<file path="src/rtl/tmr_pin_pkg.sv">
package tmr_pin_pkg;
  typedef enum logic [1:0] {
    EDGE_OFF  = 2'b00,
    EDGE_RISE = 2'b01,
    EDGE_FALL = 2'b10,
    EDGE_ANY  = 2'b11
  } edge_sel_e;

  typedef enum logic [1:0] {
    ACT_NONE   = 2'b00,
    ACT_TOGGLE = 2'b01,
    ACT_CLEAR  = 2'b10,
    ACT_SET    = 2'b11
  } oc_act_e;
endpackage

</file>
<file path="src/rtl/tpc_sync.sv">
module tpc_sync #(
  parameter int STAGES = 2
) (
  input  logic clk,
  input  logic rst,
  input  logic d,
  output logic q
);
  logic [STAGES-1:0] chain;

  generate
    if (STAGES == 1) begin : g_one
      always_ff @(posedge clk) begin
        if (rst) chain <= '0;
        else     chain <= d;
      end
    end else begin : g_many
      always_ff @(posedge clk) begin
        if (rst) chain <= '0;
        else     chain <= {chain[STAGES-2:0], d};
      end
    end
  endgenerate

  assign q = chain[STAGES-1];
endmodule

</file>
<file path="src/rtl/tpc_edge_cap.sv">
module tpc_edge_cap
  import tmr_pin_pkg::*;
#(
  parameter int CNT_W = 16
) (
  input  logic             clk,
  input  logic             rst,
  input  logic             arm,
  input  edge_sel_e        edge_sel,
  input  logic             lvl,
  input  logic [CNT_W-1:0] cnt,
  output logic             cap_evt,
  output logic [CNT_W-1:0] cap_q
);
  logic prev_q;
  logic rise, fall, hit;

  always_ff @(posedge clk) begin
    if (rst) prev_q <= 1'b0;
    else     prev_q <= lvl;
  end

  assign rise = lvl & ~prev_q;
  assign fall = ~lvl & prev_q;

  always_comb begin
    unique case (edge_sel)
      EDGE_RISE: hit = rise;
      EDGE_FALL: hit = fall;
      EDGE_ANY:  hit = rise | fall;
      default:   hit = 1'b0;
    endcase
  end

  assign cap_evt = arm & hit;

  always_ff @(posedge clk) begin
    if (rst)          cap_q <= '0;
    else if (cap_evt) cap_q <= cnt;
  end


  cap_hold_chk: assert property (@(posedge clk) disable iff (rst)
    !cap_evt |=> $stable(cap_q));


  off_no_evt_chk: assert property (@(posedge clk) disable iff (rst)
    (edge_sel == EDGE_OFF) |-> !cap_evt);
endmodule

</file>
<file path="src/rtl/tpc_oc_latch.sv">
module tpc_oc_latch
  import tmr_pin_pkg::*;
(
  input  logic    clk,
  input  logic    rst,
  input  logic    en,
  input  logic    drive,
  input  oc_act_e mode,
  input  logic    hit,
  input  logic    xmask,
  input  logic    xevt,
  input  logic    xlvl,
  output logic    oc_q
);
  logic link_take;

  assign link_take = drive & xmask & xevt;

  always_ff @(posedge clk) begin
    if (rst || !en) begin
      oc_q <= 1'b0;
    end else if (link_take) begin
      oc_q <= xlvl;
    end else if (hit) begin
      unique case (mode)
        ACT_TOGGLE: oc_q <= ~oc_q;
        ACT_CLEAR:  oc_q <= 1'b0;
        ACT_SET:    oc_q <= 1'b1;
        default:    oc_q <= oc_q;
      endcase
    end
  end


  dis_clear_chk: assert property (@(posedge clk) disable iff (rst)
    !en |=> !oc_q);


  set_act_chk: assert property (@(posedge clk) disable iff (rst)
    (en && hit && mode == ACT_SET && !link_take) |=> oc_q);


  toggle_act_chk: assert property (@(posedge clk) disable iff (rst)
    (en && hit && mode == ACT_TOGGLE && !link_take) |=> (oc_q != $past(oc_q)));


  link_load_chk: assert property (@(posedge clk) disable iff (rst)
    (en && link_take) |=> (oc_q == $past(xlvl)));
endmodule

</file>
<file path="src/rtl/tpc_flag.sv">
module tpc_flag (
  input  logic clk,
  input  logic rst,
  input  logic set,
  input  logic clr,
  output logic flag
);
  always_ff @(posedge clk) begin
    if (rst)      flag <= 1'b0;
    else if (set) flag <= 1'b1;
    else if (clr) flag <= 1'b0;
  end


  set_wins_chk: assert property (@(posedge clk) disable iff (rst)
    set |=> flag);


  clr_works_chk: assert property (@(posedge clk) disable iff (rst)
    (clr && !set) |=> !flag);


  flag_sticky_chk: assert property (@(posedge clk) disable iff (rst)
    (!clr && !set) |=> $stable(flag));
endmodule

</file>
<file path="src/rtl/tmr_pin_ctrl.sv">
module tmr_pin_ctrl
  import tmr_pin_pkg::*;
#(
  parameter int CNT_W       = 16,
  parameter int SYNC_STAGES = 2
) (
  input  logic             clk,
  input  logic             rst,
  input  logic             tmr_en,
  input  logic             dir_bit,
  input  logic             port_data,
  input  logic             cmp_sel,
  input  logic [1:0]       edge_sel,
  input  logic [1:0]       act_sel,
  input  logic             xlink_mask,
  input  logic             xlink_evt,
  input  logic             xlink_lvl,
  input  logic [CNT_W-1:0] cnt_val,
  input  logic [CNT_W-1:0] cmp_val,
  input  logic             pin_in,
  input  logic             flag_clr,
  output logic             pin_oe,
  output logic             pin_out,
  output logic [CNT_W-1:0] cap_val,
  output logic             chan_flag,
  output logic             pin_rd
);
  logic cap_src, src_sync, pin_sync;
  logic cap_arm, cap_evt, cmp_hit, oc_drive, oc_q;

  // capture sees whatever is on the pad: the port data when driven out
  assign cap_src = dir_bit ? port_data : pin_in;

  tpc_sync #(.STAGES(SYNC_STAGES)) u_src_sync (
    .clk(clk), .rst(rst), .d(cap_src), .q(src_sync)
  );

  tpc_sync #(.STAGES(SYNC_STAGES)) u_pin_sync (
    .clk(clk), .rst(rst), .d(pin_in), .q(pin_sync)
  );

  assign cap_arm  = tmr_en & ~cmp_sel;
  assign cmp_hit  = tmr_en & cmp_sel & (cnt_val == cmp_val);
  assign oc_drive = tmr_en & cmp_sel & (act_sel != ACT_NONE);

  tpc_edge_cap #(.CNT_W(CNT_W)) u_cap (
    .clk(clk), .rst(rst), .arm(cap_arm),
    .edge_sel(edge_sel_e'(edge_sel)), .lvl(src_sync),
    .cnt(cnt_val), .cap_evt(cap_evt), .cap_q(cap_val)
  );

  tpc_oc_latch u_oc (
    .clk(clk), .rst(rst), .en(tmr_en), .drive(oc_drive),
    .mode(oc_act_e'(act_sel)), .hit(cmp_hit),
    .xmask(xlink_mask), .xevt(xlink_evt), .xlvl(xlink_lvl), .oc_q(oc_q)
  );

  tpc_flag u_flag (
    .clk(clk), .rst(rst), .set(cap_evt | cmp_hit), .clr(flag_clr),
    .flag(chan_flag)
  );

  always_ff @(posedge clk) begin
    if (rst) begin
      pin_oe  <= 1'b0;
      pin_out <= 1'b0;
      pin_rd  <= 1'b0;
    end else begin
      pin_oe  <= oc_drive | dir_bit;
      pin_out <= oc_drive ? oc_q : port_data;
      pin_rd  <= dir_bit ? port_data : pin_sync;
    end
  end


  oc_override_chk: assert property (@(posedge clk) disable iff (rst)
    (tmr_en && cmp_sel && act_sel != 2'b00) |=> pin_oe);


  gpio_dir_chk: assert property (@(posedge clk) disable iff (rst)
    !tmr_en |=> (pin_oe == $past(dir_bit)) && (pin_out == $past(port_data)));


  cap_chan_dir_chk: assert property (@(posedge clk) disable iff (rst)
    !cmp_sel |=> (pin_oe == $past(dir_bit)));


  read_drv_chk: assert property (@(posedge clk) disable iff (rst)
    dir_bit |=> (pin_rd == $past(port_data)));


  no_flag_off_chk: assert property (@(posedge clk) disable iff (rst)
    (!tmr_en && !chan_flag) |=> !chan_flag);
endmodule

</file>
<file path="config.mk">
export PLATFORM = sky130hd
export DESIGN_NAME = tmr_pin_ctrl
export DESIGN_NICKNAME = d
export VERILOG_FILES = /design/src/rtl/tmr_pin_pkg.sv /design/src/rtl/tpc_sync.sv /design/src/rtl/tpc_edge_cap.sv /design/src/rtl/tpc_oc_latch.sv /design/src/rtl/tpc_flag.sv /design/src/rtl/tmr_pin_ctrl.sv
export SDC_FILE = /design/constraint.sdc
export NUM_CORES = 1
export LEC_CHECK = 0
export BUFFER_PORTS_ARGS = -buffer_cell sky130_fd_sc_hd__buf_2
export CAP_MARGIN = 20
export CORE_ASPECT_RATIO = 1.2
export CORE_MARGIN = 10
export CORE_UTILIZATION = 41
export DETAILED_ROUTE_END_ITERATION = 8
export PLACE_DENSITY = 0.75
export SLEW_MARGIN = 25
export SYNTH_ARGS = -nofsm -noshare
export SYNTH_HDL_FRONTEND = slang
export SYNTH_HIERARCHICAL = 1
export SYNTH_SLANG_ARGS = --single-unit
</file>
<file path="constraint.sdc">
create_clock -name clk -period 1.8 [get_ports clk]
set_clock_uncertainty 0.1 [all_clocks]
set_input_delay 0.54 -clock clk [delete_from_list [all_inputs] [get_ports clk]]
set_output_delay 0.54 -clock clk [all_outputs]
set_load 0.1 [all_outputs]
</file>
## Word-level counts from Yosys, hierarchy flattened

Index checks and enable logic that the tools add are counted.

- Muxes and demuxes: 9
- Reduce and logical (&&, ||, !) cells: 7
- Equal/unequal tests: 7
- Bitwise gates (word level): 16

Operators with widths:

| operator | count |
|---|---|
| $eq 16x16->1 | 1 |
| $and 1x1->1 | 9 |
| $eq 2x2->1 const B | 4 |
| $mux 1 | 7 |
| $pmux 1 s3 | 2 |
| $reduce_bool 2->1 | 3 |
| $eq 2x1->1 const B | 2 |
| $not 1->1 | 4 |
| $reduce_bool 4->1 | 1 |
| $or 1x1->1 | 3 |
| $reduce_and 2->1 | 1 |
| $logic_not 1->1 | 1 |
| $logic_or 1x1->1 | 1 |

- Flip-flop bits (word level): 26
- Output and inout port bits: 20
- Bits of input ports: 47

## Longest topological paths before layout

- Depth in word-level cells: 7
- Mapped depth: 10
- Mapped depth without buffers: 8

## Cells and area by module

Netlist, hierarchy kept.

By module, submodules not included:

| module | instances | area an instance (sq um) | sequential area each (sq um) | cells an instance |
|---|---|---|---|---|
| tpc_edge_cap | 1 | 823.3 | 340.3 | 80 |
| tmr_pin_ctrl | 1 | 320.3 | 60.1 | 39 |
| tpc_sync | 2 | 52.6 | 40.0 | 4 |
| tpc_oc_latch | 1 | 83.8 | 20.0 | 11 |
| tpc_flag | 1 | 38.8 | 20.0 | 4 |

## Least setup slack after synthesis

No wires, ideal clock.

- Path type: input port to flip-flop
- Start: input cmp_val[11]
- End: register u_oc.oc_q
- Buffers on the path: 0
- Slack: -162 ps
- Cell stages on the path: 7
- Setup time: 74 ps
- Data arrival time: 1787 ps
- Path through: xor2_1 -> nor4_1 -> nand2_1 -> nor4_1 -> o21ai_1 -> a211o_1 -> a31oi_1

- Cells in the longest elaborated chain, start to end: 4

Ends and longest elaborated chain:

| item | RTL line | text |
|---|---|---|
| start: declaration | tmr_pin_ctrl.sv:19 | `input logic [CNT_W-1:0] cmp_val,` |
| $eq 16x16->1 | tmr_pin_ctrl.sv:43 | `assign cmp_hit = tmr_en & cmp_sel & (cnt_val == cmp_val);` |
| $and 1x1->1 | tmr_pin_ctrl.sv:43 |  |
| net cmp_hit | tmr_pin_ctrl.sv:29 | `logic cap_arm, cap_evt, cmp_hit, oc_drive, oc_q;` |
| $reduce_bool 2->1 (no line) | - |  |
| $reduce_and 2->1 (no line) | - |  |
| end signal: assignment | tpc_oc_latch.sv:23 | `oc_q <= xlvl;` |
| end signal: assignment | tpc_oc_latch.sv:26 | `ACT_TOGGLE: oc_q <= ~oc_q;` |
| end signal: assignment | tpc_oc_latch.sv:29 | `default: oc_q <= oc_q;` |
| end: declaration | tpc_oc_latch.sv:13 | `output logic oc_q` |

The timed path passes the listed nets, and every way through them passes these cells.
A chain may end at the register's enable or synchronous reset.

## Worst setup path in the final report

- Start: register u_cap.cap_q[1]
- End: output cap_val[1]

RTL lines:

| item | RTL line | text |
|---|---|---|
| start: declaration | tpc_edge_cap.sv:13 | `output logic [CNT_W-1:0] cap_q` |
| start signal: assignment | tpc_edge_cap.sv:39 | `else if (cap_evt) cap_q <= cnt;` |
| end: declaration | tmr_pin_ctrl.sv:24 | `output logic [CNT_W-1:0] cap_val,` |

No word-level cell between the ends.

==> impl_metrics.ini <==
[power_and_ir_drop]
p_int_mw = 0.9513
power.share.clock_pct = 30.0
swShare_pct = 28.46
p_sw_mw = 0.3784
power_mw = 1.330
seqPwrFrac_pct = 45.3
ir_worst_vdd_mv = 0.5596
power.density_mw_per_mm2 = 685.7
combPwrFrac_pct = 24.6
power_leakage_nw = 0.8631

[sta]
fin_hold_ws_ns = 0.3506
drv_slew = 0
tightest_slew_ns = 0.4998
rsz0062_at_grt = no
hold_violations = 0
fmax_mhz = 575.2
setup_viol = 0
relSlewSlack_pct = 66.91
period_needed_ns = 1.738
period_share_pct = 96.58

[routing]
via_count = 1215
drt_iter0_drc = 24
drt-total-wl_um = 3380
antenna_left = 0
wl_per_cell_um = 13.15
first_pass_iters = 4
vias_per_cell = 4.728
drcViolationCount = 0

[clocking]
ctsHoldBuffers = 0
htreeDepth = 1
worstSkewPairLatency_ns = 0.32
root_buffer = clkbuf_4
cts.sinks = 26
tritoncts = yes
clkTransAtPathRegs_ns = 0.14
cts_inserted_buffers = 3
postCtsSetupRepairBufs = 0
cts_max_path_buffers = 2

[synthesis]
synth_edf_count = 0
synthCells = 142
synth.most_common_cell = nand2b_1
syn-cell-area_mm2 = 0.001371
synth_commonest_cells = nand2b_1, dfxtp_1, mux2i_1
postSynth.asyncResetShare_pct = 0
syn-mean-instance-area_um2 = 9.657
yosysUniqueCellTypes = 27
synth_top_area_cell = dfxtp_1
synthTopCellsByArea = dfxtp_1, nand2b_1, mux2i_1
ys_ff_latch = 26
synthFlopType = dfxtp_1
yosysWarningCount = 6
synth.top_cell.area_share_pct = 37.96
syn_nets = 192
seq_area_frac_synth_pct = 37.96

[worst_setup_path]
path_cells = buf_2
critPathCaptureType = output pin
cp.buffers_inverters = 1
worstPathArrival_ns = 1.10
cpPeakStageDelay_ns = 0.43
cp_max_fo = 2
critPathRequiredTime_ns = 1.16
critPathKind = flip-flop to output pin
cp-start-kind = flip-flop
cp_top_family = buffers and inverters
crit_start = u_cap/cap_q[1]
cp_slowest_cell = buf_2
worstReg2RegStart = u_src_sync/chain[1]

[place]
place_hpwl_um = 2812
dpl-instance-area_mm2 = 0.001821
dp.cells = 253
port_buffers = 66
gp_congestion = 0.7093

[grt]
overflow = 0
grt_usage_pct = 10.41
grt_pass1_vias = 1279
antenna_found_initial = 0
grt_pass1_wl_um = 5444
grt_start_max_net_pins = 25

[job]
cap_violations = 0

[die]
io_pins = 67
die_x_um = 72.80
rows = 22
dieArea_mm2 = 0.006068
core_area_mm2 = 0.003138
dieHeight_um = 83.36
start_util_pct = 43.70

[layout]
area_growth_pct = 41.42
final_net_count = 272
final_cell_area_mm2 = 0.001939
num_antenna_cells = 0
fin_cells = 257
drive_gt1_share_pct = 41.18

[min_path]
holdCritPathClass = input pin to flip-flop
hp-start = pin_in

[run_status]
status = complete, no violations
-- state kept, by name, indices dropped and copies added (netlist names) --
| name | flops |
|---|---|
| u_flag/flag | 1 |
| u_pin_sync/chain | 2 |
| u_cap/prev_q | 1 |
| u_cap/cap_q | 16 |
| pin_rd | 1 |
| u_oc/oc_q | 1 |
| u_src_sync/chain | 2 |
| pin_oe | 1 |
| pin_out | 1 |
-- placed cells by master (no fill, tap or decap), drive strengths merged --
| master | netlist | layout |
|---|---|---|
| o21ai | 4 | 4 |
| nand2 | 2 | 2 |
| nand3 | 3 | 3 |
| a211o | 1 | 1 |
| nor2b | 6 | 6 |
| a21oi | 3 | 3 |
| and2 | 1 | 1 |
| o211a | 1 | 1 |
| nand2b | 36 | 36 |
| xor2 | 8 | 8 |
| nor4 | 3 | 3 |
| ha | 3 | 3 |
| dfxtp | 26 | 26 |
| a311oi | 1 | 1 |
| mux2i | 17 | 17 |
| bufinv | 0 | 1 |
| nor2 | 4 | 4 |
| nand4 | 1 | 1 |
| a31oi | 1 | 1 |
| o41ai | 1 | 1 |
| xnor2 | 8 | 8 |
| clkbuf | 3 | 19 |
| buf | 2 | 64 |
| inv | 7 | 7 |
-- worst paths after layout --
check,cells after the start,slack (ns),end
hold / removal,2,0.35,u_pin_sync/chain[0]
hold reg to reg,1,0.35,u_src_sync/chain[1]
setup reg to reg,6,0.09,u_cap/cap_q[8]
setup / recovery,1,0.06,cap_val[1]
-- per-layer routing --
| layer | share of wire, % | up-vias | wire, um | track usage (%) |
|---|---|---|---|---|
| met1 | 43 | 541 | 1460 | 12.42 |
| li1 | - | 627 | - | - |
| met3 | 10 | 2 | 340 | 4.167 |
| met4 | 0.27 | 0 | 9 | 2.586 |
| met5 | 0 | - | 0 | 0 |
| met2 | 46 | 45 | 1570 | 16.69 |
-- area by class of cell --
class	count	area [um2]
Fill cell	294	1199
Clock buffer	3	22.52
Tap cell	36	45.04
Clock inverter	1	30.03
Timing Repair Buffer	80	486.7
Sequential cell	26	521.8
Multi-Input combinational cell	104	807.0
Inverter	7	26.28
-- kinds of logic after synthesis --
| logic type | share of synthesized area (%) |
|---|---|
| buffers and inverters | 5.019 |
| DFF | 37.96 |
| adders and majority gates | 2.738 |
| xor gates and xnor gates | 10.22 |
| and+or+nand+nor | 24.73 |
| AOI/OAI and AO/OA | 6.934 |
| muxes | 12.41 |
-- power by group through the flow --
stage	clock, mW	combinational [mW]	sequential [mW]
final	0.399	0.327	0.603
after global routing	0.444	0.352	0.606
after CTS	0.418	0.320	0.603
after detailed placement	0	0.319	0.615
after global placement	0	0.317	0.614
after floorplan	0	0.101	0.717
-- timing repair --
action | CTS | global route
gates resized for setup | 0 | 22
hold endpoints to repair | 0 | 0
pin swaps | 0 | 4
endpoints found under the setup margin | 8 | 34
-- per-stage QoR --
stage | util, % | setup WS (ns) | TNS, ns
3_5_place_dp | 58.01 | -0.2863 | -0.4666
2_1_floorplan | - | 0.01513 | 0
4_1_cts | 59.69 | -0.02125 | -0.07214
5_1_grt | 61.80 | 0.003063 | 0
6_report | 61.80 | 0.06154 | 0
3_3_place_gp | 58.01 | -0.2526 | -0.4257
No activity file was read; power rests on OpenSTA's default activity.
